[config.mk]
export PLATFORM = sky130hd
export DESIGN_NAME = cmd_frame_tx
export DESIGN_NICKNAME = d
export VERILOG_FILES = /design/src/rtl/cftx_pkg.sv /design/src/rtl/cftx_frame_build.sv /design/src/rtl/cftx_crc.sv /design/src/rtl/cftx_serializer.sv /design/src/rtl/cmd_frame_tx.sv
export SDC_FILE = /design/constraint.sdc
export NUM_CORES = 1
export LEC_CHECK = 0
export BUFFER_PORTS_ARGS = -buffer_cell sky130_fd_sc_hd__buf_2
export CORE_AREA = 4 4 108 110
export DETAILED_ROUTE_END_ITERATION = 16
export DIE_AREA = 0 0 112 114
export PLACE_DENSITY = 0.68
export SLEW_MARGIN = 10
export SYNTH_ARGS = -nofsm -noshare
export SYNTH_HDL_FRONTEND = slang
export SYNTH_HIERARCHICAL = 1
export SYNTH_SLANG_ARGS = --single-unit
[constraint.sdc]
create_clock -name clk -period 2.28 [get_ports clk]
set_input_delay 0.114 -clock clk [delete_from_list [all_inputs] [get_ports clk]]
set_output_delay 0.114 -clock clk [all_outputs]
set_load 0.005 [all_outputs]
[src/rtl/cftx_pkg.sv]
`timescale 1ns/1ps
package cftx_pkg;

  typedef enum logic [1:0] {
    CMD_ABS  = 2'b00,
    CMD_POLL = 2'b01,
    CMD_TERM = 2'b10,
    CMD_RSVD = 2'b11
  } cmd_e;

  typedef enum logic [1:0] {
    ST_IDLE = 2'b00,
    ST_DATA = 2'b01,
    ST_CRC  = 2'b10
  } st_e;

  localparam logic [2:0] OPC_ABS  = 3'b100;
  localparam logic [2:0] OPC_POLL = 3'b010;
  localparam logic [5:0] OPC_TERM = 6'b111111;

  localparam int ID_W      = 2;
  localparam int POLL_BITS = ID_W + 3;
  localparam int TERM_BITS = ID_W + 6;

endpackage

[src/rtl/cftx_frame_build.sv]
`timescale 1ns/1ps
module cftx_frame_build
  import cftx_pkg::*;
#(
  parameter int ADDR_W    = 21,
  parameter int MAX_BYTES = 4,
  parameter int SIZE_W    = 3,
  parameter int FRAME_W   = 60,
  parameter int LEN_W     = 6
) (
  input  logic [1:0]             cmd_i,
  input  logic [ID_W-1:0]        id_i,
  input  logic [ADDR_W-1:0]      addr_i,
  input  logic [SIZE_W-1:0]      size_i,
  input  logic                   read_i,
  input  logic [8*MAX_BYTES-1:0] wdata_i,
  output logic [FRAME_W-1:0]     frame_o,
  output logic [LEN_W-1:0]       len_o
);

  localparam int DATA_W = 8 * MAX_BYTES;
  localparam int HDR_W  = FRAME_W - DATA_W;

  logic [DATA_W-1:0] data_seq;
  logic [ADDR_W-1:0] addr_enc;
  logic              size_flag;
  logic              size_ok;
  logic [LEN_W-1:0]  data_len;

  // byte 0 goes first: place it in the most significant lane
  genvar b;
  generate
    for (b = 0; b < MAX_BYTES; b++) begin : g_byte
      assign data_seq[DATA_W-1-8*b -: 8] = wdata_i[8*b +: 8];
    end
  endgenerate

  always_comb begin
    size_ok = (size_i == SIZE_W'(1)) ||
              ((MAX_BYTES >= 2) && (size_i == SIZE_W'(2))) ||
              ((MAX_BYTES >= 4) && (size_i == SIZE_W'(4)));
    data_len = LEN_W'({size_i, 3'b000});
  end

  // the size is folded into the low address bits plus a flag
  always_comb begin
    addr_enc  = addr_i;
    size_flag = 1'b0;
    if (size_i == SIZE_W'(2)) begin
      addr_enc[0] = 1'b0;
      size_flag   = 1'b1;
    end else if (size_i == SIZE_W'(4)) begin
      addr_enc[1:0] = 2'b01;
      size_flag     = 1'b1;
    end
  end

  always_comb begin
    frame_o = '0;
    len_o   = '0;
    case (cmd_e'(cmd_i))
      CMD_ABS: begin
        frame_o = {id_i, OPC_ABS, read_i, addr_enc, size_flag,
                   (read_i ? {DATA_W{1'b0}} : data_seq)};
        if (size_ok) begin
          len_o = read_i ? LEN_W'(HDR_W) : (LEN_W'(HDR_W) + data_len);
        end
      end
      CMD_POLL: begin
        frame_o = {id_i, OPC_POLL, {(FRAME_W-POLL_BITS){1'b0}}};
        len_o   = LEN_W'(POLL_BITS);
      end
      CMD_TERM: begin
        frame_o = {id_i, OPC_TERM, {(FRAME_W-TERM_BITS){1'b0}}};
        len_o   = LEN_W'(TERM_BITS);
      end
      default: begin
        frame_o = '0;
        len_o   = '0;
      end
    endcase
  end

endmodule

[src/rtl/cftx_crc.sv]
`timescale 1ns/1ps
module cftx_crc #(
  parameter int               CRC_W = 4,
  parameter logic [CRC_W-1:0] POLY  = 4'b0011
) (
  input  logic             clk,
  input  logic             rst_n,
  input  logic             seed_i,
  input  logic             step_i,
  input  logic             drain_i,
  input  logic             bit_i,
  output logic [CRC_W-1:0] crc_o
);

  logic [CRC_W-1:0] crc_q;
  logic [CRC_W-1:0] crc_d;
  logic             crc_en;

  function automatic logic [CRC_W-1:0] crc_next(input logic [CRC_W-1:0] cur,
                                                input logic             din);
    logic fb;
    fb = cur[CRC_W-1] ^ din;
    return {cur[CRC_W-2:0], 1'b0} ^ (fb ? POLY : {CRC_W{1'b0}});
  endfunction

  always_comb begin
    crc_d  = crc_q;
    crc_en = seed_i | step_i | drain_i;
    if (seed_i) begin
      crc_d = crc_next({CRC_W{1'b0}}, bit_i);
    end else if (step_i) begin
      crc_d = crc_next(crc_q, bit_i);
    end else if (drain_i) begin
      crc_d = {crc_q[CRC_W-2:0], 1'b0};
    end
  end

  always_ff @(posedge clk or negedge rst_n) begin
    if (!rst_n) begin
      crc_q <= '0;
    end else if (crc_en) begin
      crc_q <= crc_d;
    end
  end

  assign crc_o = crc_q;

endmodule

[src/rtl/cftx_serializer.sv]
`timescale 1ns/1ps
module cftx_serializer
  import cftx_pkg::*;
#(
  parameter int FRAME_W = 60,
  parameter int LEN_W   = 6,
  parameter int CRC_W   = 4
) (
  input  logic               clk,
  input  logic               rst_n,
  input  logic               start_i,
  input  logic [FRAME_W-1:0] frame_i,
  input  logic [LEN_W-1:0]   len_i,
  input  logic [CRC_W-1:0]   crc_i,
  output logic               crc_seed_o,
  output logic               crc_step_o,
  output logic               crc_drain_o,
  output logic               crc_bit_o,
  output logic               busy_o,
  output logic               done_o,
  output logic               err_o,
  output logic               sclk_o,
  output logic               sdo_o
);

  localparam int CNT_W = (CRC_W > 1) ? $clog2(CRC_W) : 1;

  st_e                st_q, st_d;
  logic [FRAME_W-1:0] sr_q, sr_d;
  logic [LEN_W-1:0]   rem_q, rem_d;
  logic [CNT_W-1:0]   ccnt_q, ccnt_d;
  logic               sclk_q, sclk_d;
  logic               sdo_q, sdo_d;
  logic               done_q, done_d;
  logic               err_q, err_d;
  logic               sr_en, ccnt_en, line_en;

  // the serial clock register doubles as the bit phase
  always_comb begin
    st_d        = st_q;
    sr_d        = sr_q;
    rem_d       = rem_q;
    ccnt_d      = ccnt_q;
    sclk_d      = sclk_q;
    sdo_d       = sdo_q;
    done_d      = 1'b0;
    err_d       = 1'b0;
    sr_en       = 1'b0;
    ccnt_en     = 1'b0;
    line_en     = 1'b0;
    crc_seed_o  = 1'b0;
    crc_step_o  = 1'b0;
    crc_drain_o = 1'b0;
    case (st_q)
      ST_IDLE: begin
        if (start_i) begin
          if (len_i == '0) begin
            err_d = 1'b1;
          end else begin
            st_d       = ST_DATA;
            sr_d       = frame_i;
            rem_d      = len_i;
            sr_en      = 1'b1;
            sclk_d     = 1'b0;
            sdo_d      = 1'b0;
            line_en    = 1'b1;
            crc_seed_o = 1'b1;
          end
        end
      end
      ST_DATA: begin
        line_en = 1'b1;
        if (!sclk_q) begin
          sclk_d = 1'b1;
        end else if (rem_q != '0) begin
          sclk_d     = 1'b0;
          sdo_d      = ~sr_q[FRAME_W-1];
          sr_d       = {sr_q[FRAME_W-2:0], 1'b0};
          rem_d      = rem_q - LEN_W'(1);
          sr_en      = 1'b1;
          crc_step_o = 1'b1;
        end else begin
          st_d        = ST_CRC;
          sclk_d      = 1'b0;
          sdo_d       = ~crc_i[CRC_W-1];
          crc_drain_o = 1'b1;
          ccnt_d      = CNT_W'(CRC_W - 1);
          ccnt_en     = 1'b1;
        end
      end
      ST_CRC: begin
        line_en = 1'b1;
        if (!sclk_q) begin
          sclk_d = 1'b1;
        end else if (ccnt_q != '0) begin
          sclk_d      = 1'b0;
          sdo_d       = ~crc_i[CRC_W-1];
          crc_drain_o = 1'b1;
          ccnt_d      = ccnt_q - CNT_W'(1);
          ccnt_en     = 1'b1;
        end else begin
          st_d   = ST_IDLE;
          done_d = 1'b1;
        end
      end
      default: begin
        st_d = ST_IDLE;
      end
    endcase
  end

  always_ff @(posedge clk or negedge rst_n) begin
    if (!rst_n) begin
      st_q   <= ST_IDLE;
      done_q <= 1'b0;
      err_q  <= 1'b0;
    end else begin
      st_q   <= st_d;
      done_q <= done_d;
      err_q  <= err_d;
    end
  end

  always_ff @(posedge clk or negedge rst_n) begin
    if (!rst_n) begin
      sr_q  <= '0;
      rem_q <= '0;
    end else if (sr_en) begin
      sr_q  <= sr_d;
      rem_q <= rem_d;
    end
  end

  always_ff @(posedge clk or negedge rst_n) begin
    if (!rst_n) begin
      ccnt_q <= '0;
    end else if (ccnt_en) begin
      ccnt_q <= ccnt_d;
    end
  end

  always_ff @(posedge clk or negedge rst_n) begin
    if (!rst_n) begin
      sclk_q <= 1'b1;
      sdo_q  <= 1'b1;
    end else if (line_en) begin
      sclk_q <= sclk_d;
      sdo_q  <= sdo_d;
    end
  end

  assign crc_bit_o = (st_q == ST_IDLE) ? 1'b1 : sr_q[FRAME_W-1];
  assign busy_o    = (st_q != ST_IDLE);
  assign done_o    = done_q;
  assign err_o     = err_q;
  assign sclk_o    = sclk_q;
  assign sdo_o     = sdo_q;

endmodule

[src/rtl/cmd_frame_tx.sv]
`timescale 1ns/1ps
module cmd_frame_tx
  import cftx_pkg::*;
#(
  parameter int               ADDR_W    = 21,
  parameter int               MAX_BYTES = 4,
  parameter int               CRC_W     = 4,
  parameter logic [CRC_W-1:0] CRC_POLY  = 4'b0011,
  localparam int              SIZE_W    = $clog2(MAX_BYTES + 1)
) (
  input  logic                   clk,
  input  logic                   rst_n,
  input  logic                   start_i,
  input  logic [1:0]             cmd_i,
  input  logic [1:0]             slave_id_i,
  input  logic [ADDR_W-1:0]      addr_i,
  input  logic [SIZE_W-1:0]      size_i,
  input  logic                   read_i,
  input  logic [8*MAX_BYTES-1:0] wdata_i,
  output logic                   busy_o,
  output logic                   done_o,
  output logic                   err_o,
  output logic                   sclk_o,
  output logic                   sdo_o
);

  localparam int HDR_W   = ID_W + 3 + 1 + ADDR_W + 1;
  localparam int FRAME_W = HDR_W + 8 * MAX_BYTES;
  localparam int LEN_W   = $clog2(FRAME_W + 1);

  logic [FRAME_W-1:0] frame;
  logic [LEN_W-1:0]   frame_len;
  logic [CRC_W-1:0]   crc_val;
  logic               crc_seed, crc_step, crc_drain, crc_bit;

  cftx_frame_build #(
    .ADDR_W   (ADDR_W),
    .MAX_BYTES(MAX_BYTES),
    .SIZE_W   (SIZE_W),
    .FRAME_W  (FRAME_W),
    .LEN_W    (LEN_W)
  ) u_build (
    .cmd_i  (cmd_i),
    .id_i   (slave_id_i),
    .addr_i (addr_i),
    .size_i (size_i),
    .read_i (read_i),
    .wdata_i(wdata_i),
    .frame_o(frame),
    .len_o  (frame_len)
  );

  cftx_crc #(
    .CRC_W(CRC_W),
    .POLY (CRC_POLY)
  ) u_crc (
    .clk    (clk),
    .rst_n  (rst_n),
    .seed_i (crc_seed),
    .step_i (crc_step),
    .drain_i(crc_drain),
    .bit_i  (crc_bit),
    .crc_o  (crc_val)
  );

  cftx_serializer #(
    .FRAME_W(FRAME_W),
    .LEN_W  (LEN_W),
    .CRC_W  (CRC_W)
  ) u_ser (
    .clk        (clk),
    .rst_n      (rst_n),
    .start_i    (start_i),
    .frame_i    (frame),
    .len_i      (frame_len),
    .crc_i      (crc_val),
    .crc_seed_o (crc_seed),
    .crc_step_o (crc_step),
    .crc_drain_o(crc_drain),
    .crc_bit_o  (crc_bit),
    .busy_o     (busy_o),
    .done_o     (done_o),
    .err_o      (err_o),
    .sclk_o     (sclk_o),
    .sdo_o      (sdo_o)
  );

endmodule

Yosys cells after proc, flatten, opt, wreduce, memory -nomap -nowiden
Index checks and enable logic that the tools add are counted.
{"block": "word_totals", "word_cells": 119, "ff_bits": 78}
{"block": "op_classes", "n_bitwise": 6, "addsub": 3, "mux": 67, "reduce_logical": 19, "eq_ne": 15}
{"operator": "$mux 60", "count": 4}
{"operator": "$pmux 60 s3", "count": 1}
{"operator": "$pmux 60 s2", "count": 1}
{"operator": "$mux 6", "count": 6}
{"operator": "$mux 32", "count": 1}
{"operator": "$mux 1", "count": 29}
{"operator": "$mux 2", "count": 13}
{"operator": "$pmux 6 s3", "count": 1}
{"operator": "$reduce_and 6->1", "count": 3}
{"operator": "$mux 4", "count": 3}
{"operator": "$pmux 6 s2", "count": 1}
{"operator": "$ne 2x1->1 const B", "count": 4}
{"operator": "$ne 2x2->1 const B", "count": 4}
{"operator": "$reduce_bool 2->1", "count": 4}
{"operator": "$reduce_and 7->1", "count": 1}
{"operator": "$add 5x6->6 const A", "count": 1}
{"operator": "$logic_not 6->1", "count": 1}
{"operator": "$pmux 1 s2", "count": 3}
{"operator": "$pmux 1 s3", "count": 2}
{"operator": "$pmux 2 s3", "count": 1}
{"operator": "$reduce_bool 3->1", "count": 2}
{"operator": "$reduce_bool 6->1", "count": 1}
{"operator": "$sub 6x1->6 const B", "count": 1}
{"operator": "$eq 2x1->1 const B", "count": 2}
{"operator": "15 further kinds", "count": 20}

Logic depth before layout (Yosys ltp)
{"block": "depth", "depth_word": 12, "depth_mapped": 11, "ltp_nobuf": 9}

By module
The synthesis kept the hierarchy.
{"mod": "cftx_serializer", "instances": 1, "cells_each": 380, "seq_area_each_um2": 1854.3, "area_per_inst_um2": 3867.5}
{"mod": "cftx_frame_build", "instances": 1, "cells_each": 98, "seq_area_each_um2": 0.0, "area_per_inst_um2": 684.4}
{"mod": "cftx_crc", "instances": 1, "cells_each": 22, "seq_area_each_um2": 100.1, "area_per_inst_um2": 209.0}

Least setup slack after synthesis
Ideal clock, no wire load.
{"block": "synth_timing", "path_type": "input-to-reg", "from": "in cmd_i[1]", "to": "reg u_ser.sr_q[10]", "slack_ps": 156, "n_path_buf": 3, "path_stages": 11, "arrival_time_ps": 2001, "cell_sequence": "inv_1 -> ha_1 -> buf_4 -> nand3_2 -> nor4_2 -> nor3b_2 -> a221oi_4 -> and2_4 -> buf_6 -> buf_6 -> a21oi_1"}
{"block": "synth_between", "elab_chain_cells": 7}
{"element": "start, declared", "line": "cmd_frame_tx.sv:14", "rtl": "input logic [1:0] cmd_i,"}
{"element": "$eq 2x2->1 (tied with other cells)", "line": "cftx_frame_build.sv:61", "rtl": "case (cmd_e'(cmd_i))"}
{"element": "$pmux 6 s3 (*)", "line": "cftx_frame_build.sv:61"}
{"element": "named net frame_len[5]", "line": "cmd_frame_tx.sv:32", "rtl": "logic [LEN_W-1:0] frame_len;"}
{"element": "$logic_not 6->1 (*)", "line": "cftx_serializer.sv:57", "rtl": "if (len_i == '0) begin"}
{"element": "$mux 1", "line": "cftx_serializer.sv:57"}
{"element": "$mux 1", "line": "cftx_serializer.sv:56", "rtl": "if (start_i) begin"}
{"element": "$pmux 1 s2", "line": "cftx_serializer.sv:54", "rtl": "case (st_q)"}
{"element": "$reduce_and 6->1 (no source line) (*)"}
{"element": "end signal, assigned", "line": "cftx_serializer.sv:129", "rtl": "sr_q <= sr_d;"}
{"element": "end, declared", "line": "cftx_serializer.sv:29", "rtl": "logic [FRAME_W-1:0] sr_q, sr_d;"}
The timed path passes the listed nets; every way through them passes the cells marked *. The select of a mux whose other input is x is not followed.
A chain may end at the register's enable or synchronous reset.

Final worst setup path
{"block": "layout_timing", "from": "reg u_ser.rem_q[0]", "to": "reg u_crc.crc_q[1], in the netlist u_crc/crc_o[1]"}
{"element": "start, declared", "line": "cftx_serializer.sv:30", "rtl": "logic [LEN_W-1:0] rem_q, rem_d;"}
{"element": "start signal, assigned", "line": "cftx_serializer.sv:130", "rtl": "rem_q <= rem_d;"}
{"element": "$reduce_bool 6->1 (*)", "line": "cftx_serializer.sv:75", "rtl": "end else if (rem_q != '0) begin"}
{"element": "$mux 1 (*)", "line": "cftx_serializer.sv:75"}
{"element": "$mux 1 (*)", "line": "cftx_serializer.sv:73", "rtl": "if (!sclk_q) begin"}
{"element": "$pmux 1 s2 (*)", "line": "cftx_serializer.sv:54"}
{"element": "named net crc_drain", "line": "cmd_frame_tx.sv:34", "rtl": "logic crc_seed, crc_step, crc_drain, crc_bit;"}
{"element": "$reduce_bool 3->1 (no source line) / $or 1x1->1 (equally long branches)"}
{"element": "$reduce_and 2->1 (no source line) (*)"}
{"element": "end signal, assigned", "line": "cftx_crc.sv:42", "rtl": "crc_q <= crc_d;"}
{"element": "end, declared", "line": "cftx_crc.sv:15", "rtl": "logic [CRC_W-1:0] crc_q;"}
The timed path passes the listed nets; every way through them passes the cells marked *.

==> results.txt <==
The multi-input combinational cells in the finished layout cover a total of 2540 um^2. The worst-case vdd ir drop is 0.000647 V, and the post-synthesis sequential element count is 78. The average via count per standard cell was 5.55. By startpoint and endpoint, the worst setup path is classified as reg2reg. Detailed placement finished with a half-perimeter wire length of 7.41 mm. The biggest area consumer among synthesized cells is dfrtp_1. The largest single stage delay on the critical path is 0.40 ns.

The initial standard-cell utilization of the core was 0.445. The flow ran to the end, and the final reports show no timing, DRC or antenna violations. Post-CTS setup buffer count: 0.

For the warning count from the yosys run, the log shows 6. Hold timing on the final database bottoms out at a slack of 0.0560 ns. For the post-placement worst setup slack, the log shows -0.0833 ns. The sequential-to-total area share from yosys stat is 0.411. The tools report the destination of the worst hold path as u_ser/err_o.

The tools report the maximum achievable frequency as 0.466 GHz. The floorplan step defined a die boundary enclosing 12800 um^2. For this design the ratio of total power to cell area is 1480 nW/um^2. The run gives 0 as the max-slew violation count. After the first detailed-routing iteration, the DRC count stood at 188. The total CTS buffers was 9; the global-route wire length before repair was 18.9 mm. The number of cells on the worst reg-to-reg path works out to 9. The origin of the worst min-delay path is start_i. The via count of the first global-routing pass was 3954; the die outline height was 114 um.

Register-to-register setup slack: 0.14 ns. Data required time at the worst endpoint: 2.51 ns. For this design, the slowest cell found on the critical path is dfrtp_1. The worst min-delay path class is in2reg. Setup repair after global routing left no endpoint under its margin. The area added between synthesis and finish is 18.9%. TritonCTS built the clock tree. After global routing the overflow that remains totals 0.

CTS root buffer: clkbuf_8. The global placer's final weighted congestion is 0.773, and the die span in x is 112 um. The worst register-to-register path ends at u_crc/crc_o[1]. The share of the core filled with cells in the final layout is 0.529. Buffers placed on the I/O ports in this run total 68.

Setup violations remaining at the end of the flow were counted as 0. The run gives 0.35 ns as the clock network latency to the later pin of the worst-skew pair. In this run the core area contains 38 standard-cell rows. The layout cell share with drive strength beyond 1 is 0.230. Number of iterations in the first detailed-routing pass: 5. The H-tree generated during clock tree synthesis spans 3 levels. The post-detailed-route count of antenna-violating nets was 0; the worst path buffer plus inverter count was 1. The number of nets in the synthesized netlist is 578.

Sorting the synthesized cells by area gives the leading types as dfrtp_1, a21oi_1, mux2i_1. Largest net degree at the start of global routing: 79. The final critical-path share of the clock period is 0.941. Walking the worst path, the cells encountered are inv_1 > ha_2 > nor3b_4 > nand2_2 > mux2i_1 > and3_4 > mux2_4 > o22a_1 > o22a_1.

The synthesized instance count is 500, and the unique cell type count in the Yosys netlist is 49. Clock period minus worst slack: 2.14 ns. The transition time at the pin with the least slew margin works out to 0.988 ns.

During I/O placement, the number of pins put on the boundary was 69. After clock tree synthesis, the clock-pin slew on the worst setup and hold paths is 0.07 ns. The share of Yosys cell area claimed by the top area cell type was 0.399; the number of cells in the finished layout apart from fillers was 719. In this run the static leakage power is 2.55 nW. The top cell family by delay on the critical path was simple AND/OR/NAND/NOR gates. 0 antenna diodes ended up in the layout. For the area taken by flip-flops and latches, the log shows 1950 um^2.

Detailed routing inserted a total of 3989 vias. Counting every sink on the clock net gives 78. The worst setup path is captured at a register. Along the worst path, the maximum fanout reaches 4. The worst slew margin relative to its limit is 0.341, and the slack of the critical path is 0.135 ns. The post-synthesis average cell area is 9.52 um^2, and the number of nets in the finished design is 652.

The summed instance area of the synthesized netlist is 4760 um^2. Across the run, the number of max-cap violations was 0. The total routing usage reported by global routing came out at 0.177.

Counting stages on the worst path, the most repeated cell is o22a_1. The initial antenna violation count was 0; the largest buffer count on any clock path was 2. The layout has 1006 filler cells.

The run gives 0 as the final-report hold violation count. The worst hold path was traced through 3 stages. The floorplan core area was 10700 um^2. STA classifies the critical path startpoint as a register.

The run gives 0 as the remaining design rule violation count. Dividing the detail-routed wire length by the instance count gives 15.3 um. In this run the critical register-to-register path is launched from u_ser/rem_q[0]. Data arrives at the worst endpoint at 2.38 ns. On the final layout, the worst clock skew is 0.00878 ns. The final layout contains routed wiring with a total length of 11.0 mm. For the total instance count after detailed placement, the log shows 702.
-- routing by layer --
layer	vias up	global-route usage	wire (um)
met4	0	0.0497	109
li1	1910	-	-
met1	1958	0.242	4980
met5	-	0	0
met2	111	0.285	5290
met3	10	0.0393	583
-- where the power goes --
group | switching, W | leakage, nW | total [W] | internal, W
clock | 0.000490 | 0.129 | 0.00126 | 0.000767
combinational | 0.00257 | 1.50 | 0.00453 | 0.00197
sequential | 0.000440 | 0.927 | 0.00258 | 0.00214
-- cell type report --
class,count,share of cell area
clock buffers,14,0.0340
multi-input cells,362,0.450
repair buffers,100,0.114
inverters,23,0.0152
flip-flops and latches,78,0.345
clock inverters,2,0.0106
well taps,140,0.0309
-- cell usage after synthesis, drive strengths merged --
cell and count:
a21oi 128, dfrtp 76, mux2i 63, and2 53
inv 23, buf 21, clkbuf 16, nand2 15
ha 14, o21ai 9, nor2 8, and3 6
nand2b 5, nand3 5, nor2b 5, nor3 5
a21o 4, a41oi 4, o211ai 4, mux2 3
nand4 3, nor3b 3, a32o 2, a32oi 2
dfstp 2, nor4 2, o2111ai 2, o22a 2
o22ai 2, or3 2, a21boi 1, a221oi 1
a31oi 1, and4b 1, conb 1, o21bai 1
o2bb2ai 1, o311a 1, or2 1, xnor2 1
xor2 1
-- metrics by stage --
stage	setup TNS (ns)	area (um^2)	power, W
2_1_floorplan	0	4760	0.00583
3_3_place_gp	-0.000371	5380	0.00689
3_5_place_dp	-3.29	5380	0.00707
4_1_cts	0	5650	0.00837
5_1_grt	0	5660	0.00909
6_report	0	5660	0.00837
-- flip-flops by register name (all words and copies together) (netlist names) --
| register | flops |
|---|---|
| u_ser/st_q | 2 |
| u_ser/rem_q | 6 |
| u_ser/sr_q | 60 |
| u_crc/crc_o | 4 |
| u_ser/sdo_o | 1 |
| u_ser/ccnt_q | 2 |
| u_ser/err_o | 1 |
| u_ser/sclk_o | 1 |
| u_ser/done_o | 1 |
-- cells in the final DEF (no fill, tap or decap), types with 5 or more instances in the layout --
cell type  netlist  final
nor2_1           7      7
buf_4            3     27
nand2_1         15     14
a21oi_1        128    128
mux2i_1         63     63
nor2b_1          5      5
clkbuf_8         0     14
nor3_1           5      5
o21ai_0          5      5
inv_1           23     23
and3_1           6      5
and2_1          52     52
ha_1            14     12
buf_12           0      5
dfrtp_1         76     76
buf_2           10     67
-- cells by family (layout without fill, tap and decap cells) --
family / after synthesis / count (layout) / share of synthesized area
buffers and inverters: 60 / 139 / 0.0649
other: 1 / 1 / 0.000788
DFF: 78 / 78 / 0.411
muxes: 66 / 66 / 0.140
xor gates and xnor gates: 2 / 2 / 0.00368
AOI/OAI and AO/OA: 165 / 165 / 0.196
adders and majority gates: 14 / 14 / 0.0368
and+or+nand+nor: 114 / 114 / 0.147
-- how the worst max path moves through the flow --
stage               depth (start not counted)        endpoint      startpoint  slack, ns
finish                                      9  u_crc/crc_o[1]  u_ser/rem_q[0]       0.14
detailed placement                         11   u_ser/st_q[0]       size_i[0]      -0.08
floorplan                                  11  u_ser/sr_q[10]        cmd_i[1]       0.16
global placement                           11  u_ser/sr_q[18]       size_i[0]    -0.0004
CTS                                         9  u_crc/crc_o[1]  u_ser/rem_q[0]       0.06
global route                                9  u_crc/crc_o[1]  u_ser/rem_q[0]       0.02
-- worst register-to-register path: stages, from the launching register on --
cell	delay, ns
dfrtp_1	0.40
inv_1	0.09
ha_2	0.19
nor3b_4	0.21
nand2_2	0.09
mux2i_1	0.16
and3_4	0.23
mux2_4	0.30
o22a_1	0.18
o22a_1	0.19
-- what timing repair did --
item / in CTS / in global routing
setup endpoints to repair: 0 / 1
resized for setup: 0 / 5
endpoints found under the hold margin: 76 / 0
hold buffers: 1 / 0
No activity file was read; power rests on OpenSTA's default activity.
